File: config.mk
export PLATFORM = sky130hd
export DESIGN_NAME = pswal_counter
export DESIGN_NICKNAME = d
export VERILOG_FILES = /design/src/rtl/pswal_pkg.sv /design/src/rtl/pswal_main_cnt.sv /design/src/rtl/pswal_swallow.sv /design/src/rtl/pswal_counter.sv
export SDC_FILE = /design/constraint.sdc
export NUM_CORES = 1
export LEC_CHECK = 0
export BUFFER_PORTS_ARGS = -buffer_cell sky130_fd_sc_hd__buf_4
export CORE_MARGIN = 3
export CORE_UTILIZATION = 40
export DETAILED_ROUTE_END_ITERATION = 6
export GPL_TIMING_DRIVEN = 0
export PLACE_DENSITY_LB_ADDON = 0.2
export SLEW_MARGIN = 20
export SYNTH_ARGS = -nofsm -noshare
export SYNTH_HDL_FRONTEND = slang
export SYNTH_SLANG_ARGS = --single-unit
File: constraint.sdc
create_clock -name clk -period 2.5 [get_ports clk]
set_input_delay 0.375 -clock clk [delete_from_list [all_inputs] [get_ports clk]]
set_output_delay 0.375 -clock clk [all_outputs]
set_load 0.05 [all_outputs]
File: src/rtl/pswal_pkg.sv
package pswal_pkg;
  // default sizes of the pulse-swallow divider
  localparam int unsigned MAIN_W_DEF  = 10;
  localparam int unsigned SWAL_W_DEF  = 7;
  localparam int unsigned MAIN_MIN_DEF = 8;
endpackage

File: src/rtl/pswal_main_cnt.sv
module pswal_main_cnt #(
  parameter int unsigned M_W = pswal_pkg::MAIN_W_DEF
) (
  input  logic           clk,
  input  logic           rst,
  input  logic [M_W-1:0] m_in,
  output logic           last,
  output logic           fv
);
  localparam logic [M_W-1:0] ONE = M_W'(1);

  // cycles left in the period, current one included
  logic [M_W-1:0] m_rem;

  assign last = (m_rem == ONE);

  always_ff @(posedge clk) begin
    if (rst) begin
      m_rem <= ONE;          // next edge reloads and opens a period
      fv    <= 1'b0;
    end else begin
      m_rem <= last ? m_in : (m_rem - ONE);
      fv    <= last;
    end
  end

  // feedback pulse lasts one prescaler cycle
  p_fv_single_r6: assert property (@(posedge clk) disable iff (rst)
    fv |=> !fv);

endmodule

File: src/rtl/pswal_swallow.sv
module pswal_swallow #(
  parameter int unsigned A_W = pswal_pkg::SWAL_W_DEF
) (
  input  logic           clk,
  input  logic           rst,
  input  logic           load,
  input  logic [A_W-1:0] a_in,
  output logic           mod_ctl
);
  localparam logic [A_W-1:0] ONE  = A_W'(1);
  localparam logic [A_W-1:0] ZERO = '0;

  // swallow cycles still owed, current one included
  logic [A_W-1:0] a_rem;

  always_ff @(posedge clk) begin
    if (rst) begin
      a_rem   <= ZERO;
      mod_ctl <= 1'b0;
    end else if (load) begin
      a_rem   <= a_in;
      mod_ctl <= (a_in != ZERO);
    end else if (a_rem != ZERO) begin
      a_rem   <= a_rem - ONE;
      mod_ctl <= (a_rem > ONE);
    end else begin
      mod_ctl <= 1'b0;
    end
  end

  // a zero swallow count keeps the prescaler at P
  p_zero_swallow_r4: assert property (@(posedge clk) disable iff (rst)
    (load && (a_in == ZERO)) |=> !mod_ctl);

endmodule

File: src/rtl/pswal_counter.sv
module pswal_counter #(
  parameter int unsigned M_W   = pswal_pkg::MAIN_W_DEF,
  parameter int unsigned A_W   = pswal_pkg::SWAL_W_DEF,
  parameter int unsigned M_MIN = pswal_pkg::MAIN_MIN_DEF
) (
  input  logic           clk,
  input  logic           rst,
  input  logic [M_W-1:0] m_val,
  input  logic [A_W-1:0] a_val,
  output logic           mod_ctl,
  output logic           fv
);
  localparam logic [M_W-1:0] M_LO = M_W'(M_MIN);

  logic reload;

  pswal_main_cnt #(.M_W(M_W)) u_main (
    .clk  (clk),
    .rst  (rst),
    .m_in (m_val),
    .last (reload),
    .fv   (fv)
  );

  pswal_swallow #(.A_W(A_W)) u_swal (
    .clk     (clk),
    .rst     (rst),
    .load    (reload),
    .a_in    (a_val),
    .mod_ctl (mod_ctl)
  );

  // counts sampled at a reload lie in the legal window
  p_legal_load_r1: assert property (@(posedge clk) disable iff (rst)
    reload |-> ((m_val >= M_LO) && (m_val > M_W'(a_val))));

  // P+1 is never requested in the last cycle of a period
  p_mod_off_last_r3: assert property (@(posedge clk) disable iff (rst)
    reload |-> !mod_ctl);

  // P+1 requests only begin at the start of a period
  p_mod_rise_start_r3: assert property (@(posedge clk) disable iff (rst)
    $rose(mod_ctl) |-> fv);

endmodule

==> After elaboration in Yosys (flattened, before gate mapping) <==
Index checks and enable logic that the tools add are counted.
{ "word_totals": {"regBits": 19} }
{ "classes": {"addsub": 2, "order_cmp": 1, "eq_ne": 1, "n_mux": 5, "reduce_logical": 3} }
{ "ops": {"columns": ["cell", "n"], "rows": [
  ["2-to-1 mux 7 bit", 2],
  ["nonzero test 7 bit", 2],
  ["== test 10 x 1 -> 1 bit (second input constant)", 1],
  ["2-to-1 mux 10 bit", 1],
  ["subtractor 10 x 1 -> 10 bit (second input constant)", 1],
  ["> comparator 7 x 1 -> 1 bit (second input constant)", 1],
  ["subtractor 7 x 1 -> 7 bit (second input constant)", 1],
  ["2-to-1 mux 1 bit", 2],
  ["nonzero test 2 bit", 1]
]} }

==> Logic depth before layout (Yosys ltp) <==
{ "depth": {"ltp_word": 3, "depth_mapped": 7} }

==> Modules after synthesis <==
Synthesis repeated with hierarchy kept, for this count alone.
{ "hier_totals": {"hier_cells": 123, "area_unflattened_um2": 1107.3} }
{ "by_module_without_submodules": {"columns": ["mod", "instances", "cells_each", "area_per_inst_um2", "seq_area_each_um2"], "rows": [
  ["pswal_main_cnt", 1, 65, 624.3, 220.2],
  ["pswal_swallow", 1, 58, 483.0, 160.2]
]} }

==> Worst setup path before layout <==
OpenSTA, ideal clock, no wires.
{ "synth_timing": {"path_type": "reg-to-reg", "start": "reg u_main.m_rem[0]", "end": "reg u_swal.a_rem[6]", "setup_ns": 0.075, "t_arrival_ns": 1.469, "t_required_ns": 2.425, "path_slack_ns": 0.956, "stages_incl_launch_ff": 6, "path_cell_list": "dfxtp_1 -> ha_1 -> or3b_1 -> nor4_4 -> nand2_1 -> a22oi_2"} }
{ "synth_via": {"elab_chain_cells": 2, "word_cells_on_any_way": 3, "classes_between": "1 x eq/ne; 1 x mux; 1 x reduce/logical"} }
{ "synth_lines": {"columns": ["element", "line_no", "source"], "rows": [
  ["start: declaration", "pswal_main_cnt.sv:13", "logic [M_W-1:0] m_rem;"],
  ["start signal: assignment", "pswal_main_cnt.sv:22", "m_rem <= last ? m_in : (m_rem - ONE);"],
  ["== test 10 x 1 -> 1 bit (*)", "pswal_main_cnt.sv:15", "assign last = (m_rem == ONE);"],
  ["2-to-1 mux 7 bit / nonzero test 2 bit (equally long branches)", null, null],
  ["end signal: assignment", "pswal_swallow.sv:21", "a_rem <= a_in;"],
  ["end signal: assignment", "pswal_swallow.sv:24", "a_rem <= a_rem - ONE;"],
  ["end: declaration", "pswal_swallow.sv:14", "logic [A_W-1:0] a_rem;"]
]} }
Every way passes the cells marked *; elsewhere a longest branch is shown, timed or not.
A chain may end at the register's enable or synchronous reset.

==> Worst setup path in the final report <==
{ "layout_timing": {"start": "reg u_main.m_rem[0]", "end": "reg u_main.m_rem[1]"} }
{ "layout_via": {"elab_chain_cells": 2, "word_cells_on_any_way": 3, "classes_between": "1 x add/sub; 1 x eq/ne; 1 x mux"} }
{ "layout_lines": {"columns": ["element", "line_no"], "rows": [
  ["subtractor 10 x 1 -> 10 bit / == test 10 x 1 -> 1 bit (equally long branches)", "pswal_main_cnt.sv:22, pswal_main_cnt.sv:15"],
  ["2-to-1 mux 10 bit (*)", "pswal_main_cnt.sv:22"]
]} }
Marks and branches as above.

==> qor.csv <==
stage,metric,value,unit
run_status,status,"finished, final reports clean",
sta,setup_tns,0,ns
setup_path,crit_chain,ha_1 -> nor3b_2 -> nand3_2 -> buf_2 -> a211oi_1,
final_layout,antenna_cells,0,
power_and_ir_drop,p_leak,0.499,nW
sta,rsz0062_at_grt,false,
routing,vias_per_cell,5.45,
placement,gp_congestion,0.809,
clock_network,clk_root_buffer_cell,clkbuf_4,
clock_network,cts_resized,0,
final_layout,final_util,0.510,
worst_hold_path,min_path_type,in2reg,
clock_network,tritoncts,built,
flow_run,cap_violations,0,
global_routing,grt_use_total,0.153,
setup_path,cp_num_buf_inv,1,
power_and_ir_drop,intPower,0.000900,W
synth,ys_types,40,
power_and_ir_drop,clkPwrFrac,0.096,
synth,synth_edf_count,0,
synth,ys_ff_latch,19,
power_and_ir_drop,vdd.ir_drop.worst,586,µV
global_routing,grt_pass1_wl,3900,µm
final_layout,area_growth,20.2,%
synth,synth_warnings,0,
floorplan,die_x,57.5,µm
setup_path,critPathMaxFanout,10,
clock_network,cts_setup_buffers,0,
final_layout,most-common-layout-cells,"buf_4, dfxtp_1, nand2_1, nor2_1, o21ai_1",
clock_network,cts_buffers,3,
power_and_ir_drop,p_seq_frac,0.330,
setup_path,cpPeakStageDelay,0.42,ns
sta,worst_pin_slew,0.527,ns
routing,wl_per_cell,13.3,µm
floorplan,die_area,3310,µm²
setup_path,arrival,1.99,ns
sta,finalCritPeriodShare,0.708,
synth,syn_area_per_cell,8.99,µm²
floorplan,start_util,0.424,
routing,drc,0,
routing,ant_nets,0,
clock_network,cts_max_path_buffers,2,
clock_network,clock_latency,0.30,ns
floorplan,core,2500,µm²
power_and_ir_drop,cellPowerDensity,1290,nW/µm²
power_and_ir_drop,p_sw,0.000745,W
routing,drt_pass1_iterations,4,
sta,slew_viol_final,0,
sta,fin_skew,0.00166,ns
placement,port_buffers,20,
routing,vias,937,
power_and_ir_drop,switching_share,0.453,
clock_network,clock_sinks,19,
setup_path,start_kind,flop,
clock_network,path_clk_slew,0.11,ns
placement,dp_hpwl,1760,µm
setup_path,end_kind,flop,
final_layout,layout-drive-gt1-share,0.254,
synth,synthCells,118,
floorplan,rows,18,
synth,synthArstFlopShare,0,
sta,max_freq,565,MHz
final_layout,fillers,249,
setup_path,critPathSlowestCell,dfxtp_1,
clock_network,ctsHoldBuffers,0,
routing,drtIter0Drc,16,
sta,slew_headroom,0.648,
global_routing,grt-ovfl-total,0,
floorplan,die_h,57.5,µm
sta,fin_crit,1.77,ns
final_layout,final_common_cell,buf_4,
routing,totalWireLength,2300,µm
global_routing,grt_antenna_before_repair,0,
final_layout,layout.nets,167,
synth,synth_nets,142,
synth,synth_flop_cell,dfxtp_1,
clock_network,htree_levels,1,
sta,finalHoldViolations,0,
synth,seq_area_frac_synth,0.358,
synth,syn-cell-area,1060,µm²
global_routing,grt_max_degree,11,
power_and_ir_drop,comb_power_share,0.574,
setup_path,required,2.72,ns
setup_path,crit_family,simple AND/OR/NAND/NOR gates,
global_routing,grt_pass1_vias,861,
sta,finalSetupViolations,0,
setup_path,critical_path_class,reg2reg,
floorplan,ios,21,
-- worst min-delay path: cells and delay by family --
family | cells | cell delay, ns
AOI/OAI and AO/OA | 1 | 0.05
buffers and inverters | 1 | 0.08
and+or+nand+nor | 1 | 0.04
-- Yosys cell counts (3+ instances only) --
cell type / number / share of area
o21ai_1: 7 / 0.033
nor3_1: 3 / 0.014
nand2_1: 14 / 0.050
xor2_1: 3 / 0.025
a21oi_1: 3 / 0.014
nor2_1: 12 / 0.042
xnor2_1: 6 / 0.050
a211oi_1: 4 / 0.028
inv_1: 5 / 0.018
dfxtp_1: 19 / 0.36
o21ai_0: 4 / 0.019
ha_1: 5 / 0.059
-- per-stage QoR --
stage	total power, W	hold slack (ns)	cell area [µm²]	instances	setup slack [ns]
floorplan	0.00129	0.468	1060	118	0.956
global placement	0.00147	0.501	1250	168	0.778
detailed placement	0.00150	0.507	1250	168	0.741
CTS	0.00166	0.272	1270	172	0.710
global route	0.00180	0.281	1270	172	0.493
finish	0.00165	0.283	1270	172	0.731
-- final cells by class --
class | count | area [µm²] | area share
tap | 30 | 37.5 | 0.0294
buffer | 2 | 8.76 | 0.00687
sequential | 19 | 380 | 0.298
multi-input combinational | 92 | 653 | 0.512
clock buffer | 4 | 26.3 | 0.0206
inverter | 5 | 18.8 | 0.0147
timing repair buffer | 20 | 150 | 0.118
-- state kept, by name, summed over array words and instances, names as in the netlist --
name,flops
u_main.fv,1
u_main.m_rem,10
u_swal.mod_ctl,1
u_swal.a_rem,7
-- worst paths after layout --
path         slack, ns       startpoint               to  depth (start not counted)
max               0.73  u_main.m_rem[0]  u_main.m_rem[1]                          5
min               0.28         a_val[3]  u_swal.a_rem[3]                          3
max reg2reg       0.73  u_main.m_rem[0]  u_main.m_rem[1]                          5
min reg2reg       0.52  u_main.m_rem[4]  u_main.m_rem[4]                          2
-- cells by family (layout without fill, tap and decap cells) --
logic type      Yosys count  count (layout)  synth area share
buf+inv                   7              31            0.0259
simple gates             49              49             0.291
xor+xnor                  9               9            0.0743
fa+ha+maj                 5               5            0.0590
flops                    19              19             0.358
compound gates           29              29             0.191
-- power by group through the flow --
stage                     clock network, W  registers (W)  logic, W
after floorplan                          0       0.000569  0.000724
after global placement                   0       0.000544  0.000929
after detailed placement                 0       0.000548  0.000952
after CTS                         0.000164       0.000542  0.000955
after global routing              0.000180       0.000568   0.00106
final                             0.000158       0.000543  0.000944
-- per-layer routing --
layer,wire (µm),vias up,global-route usage
met3,89,2,0.0294
li1,-,476,-
met2,1120,18,0.245
met5,0,-,0
met4,14,0,0.0497
met1,1070,441,0.206
Power figures use the tool's default switching activity.
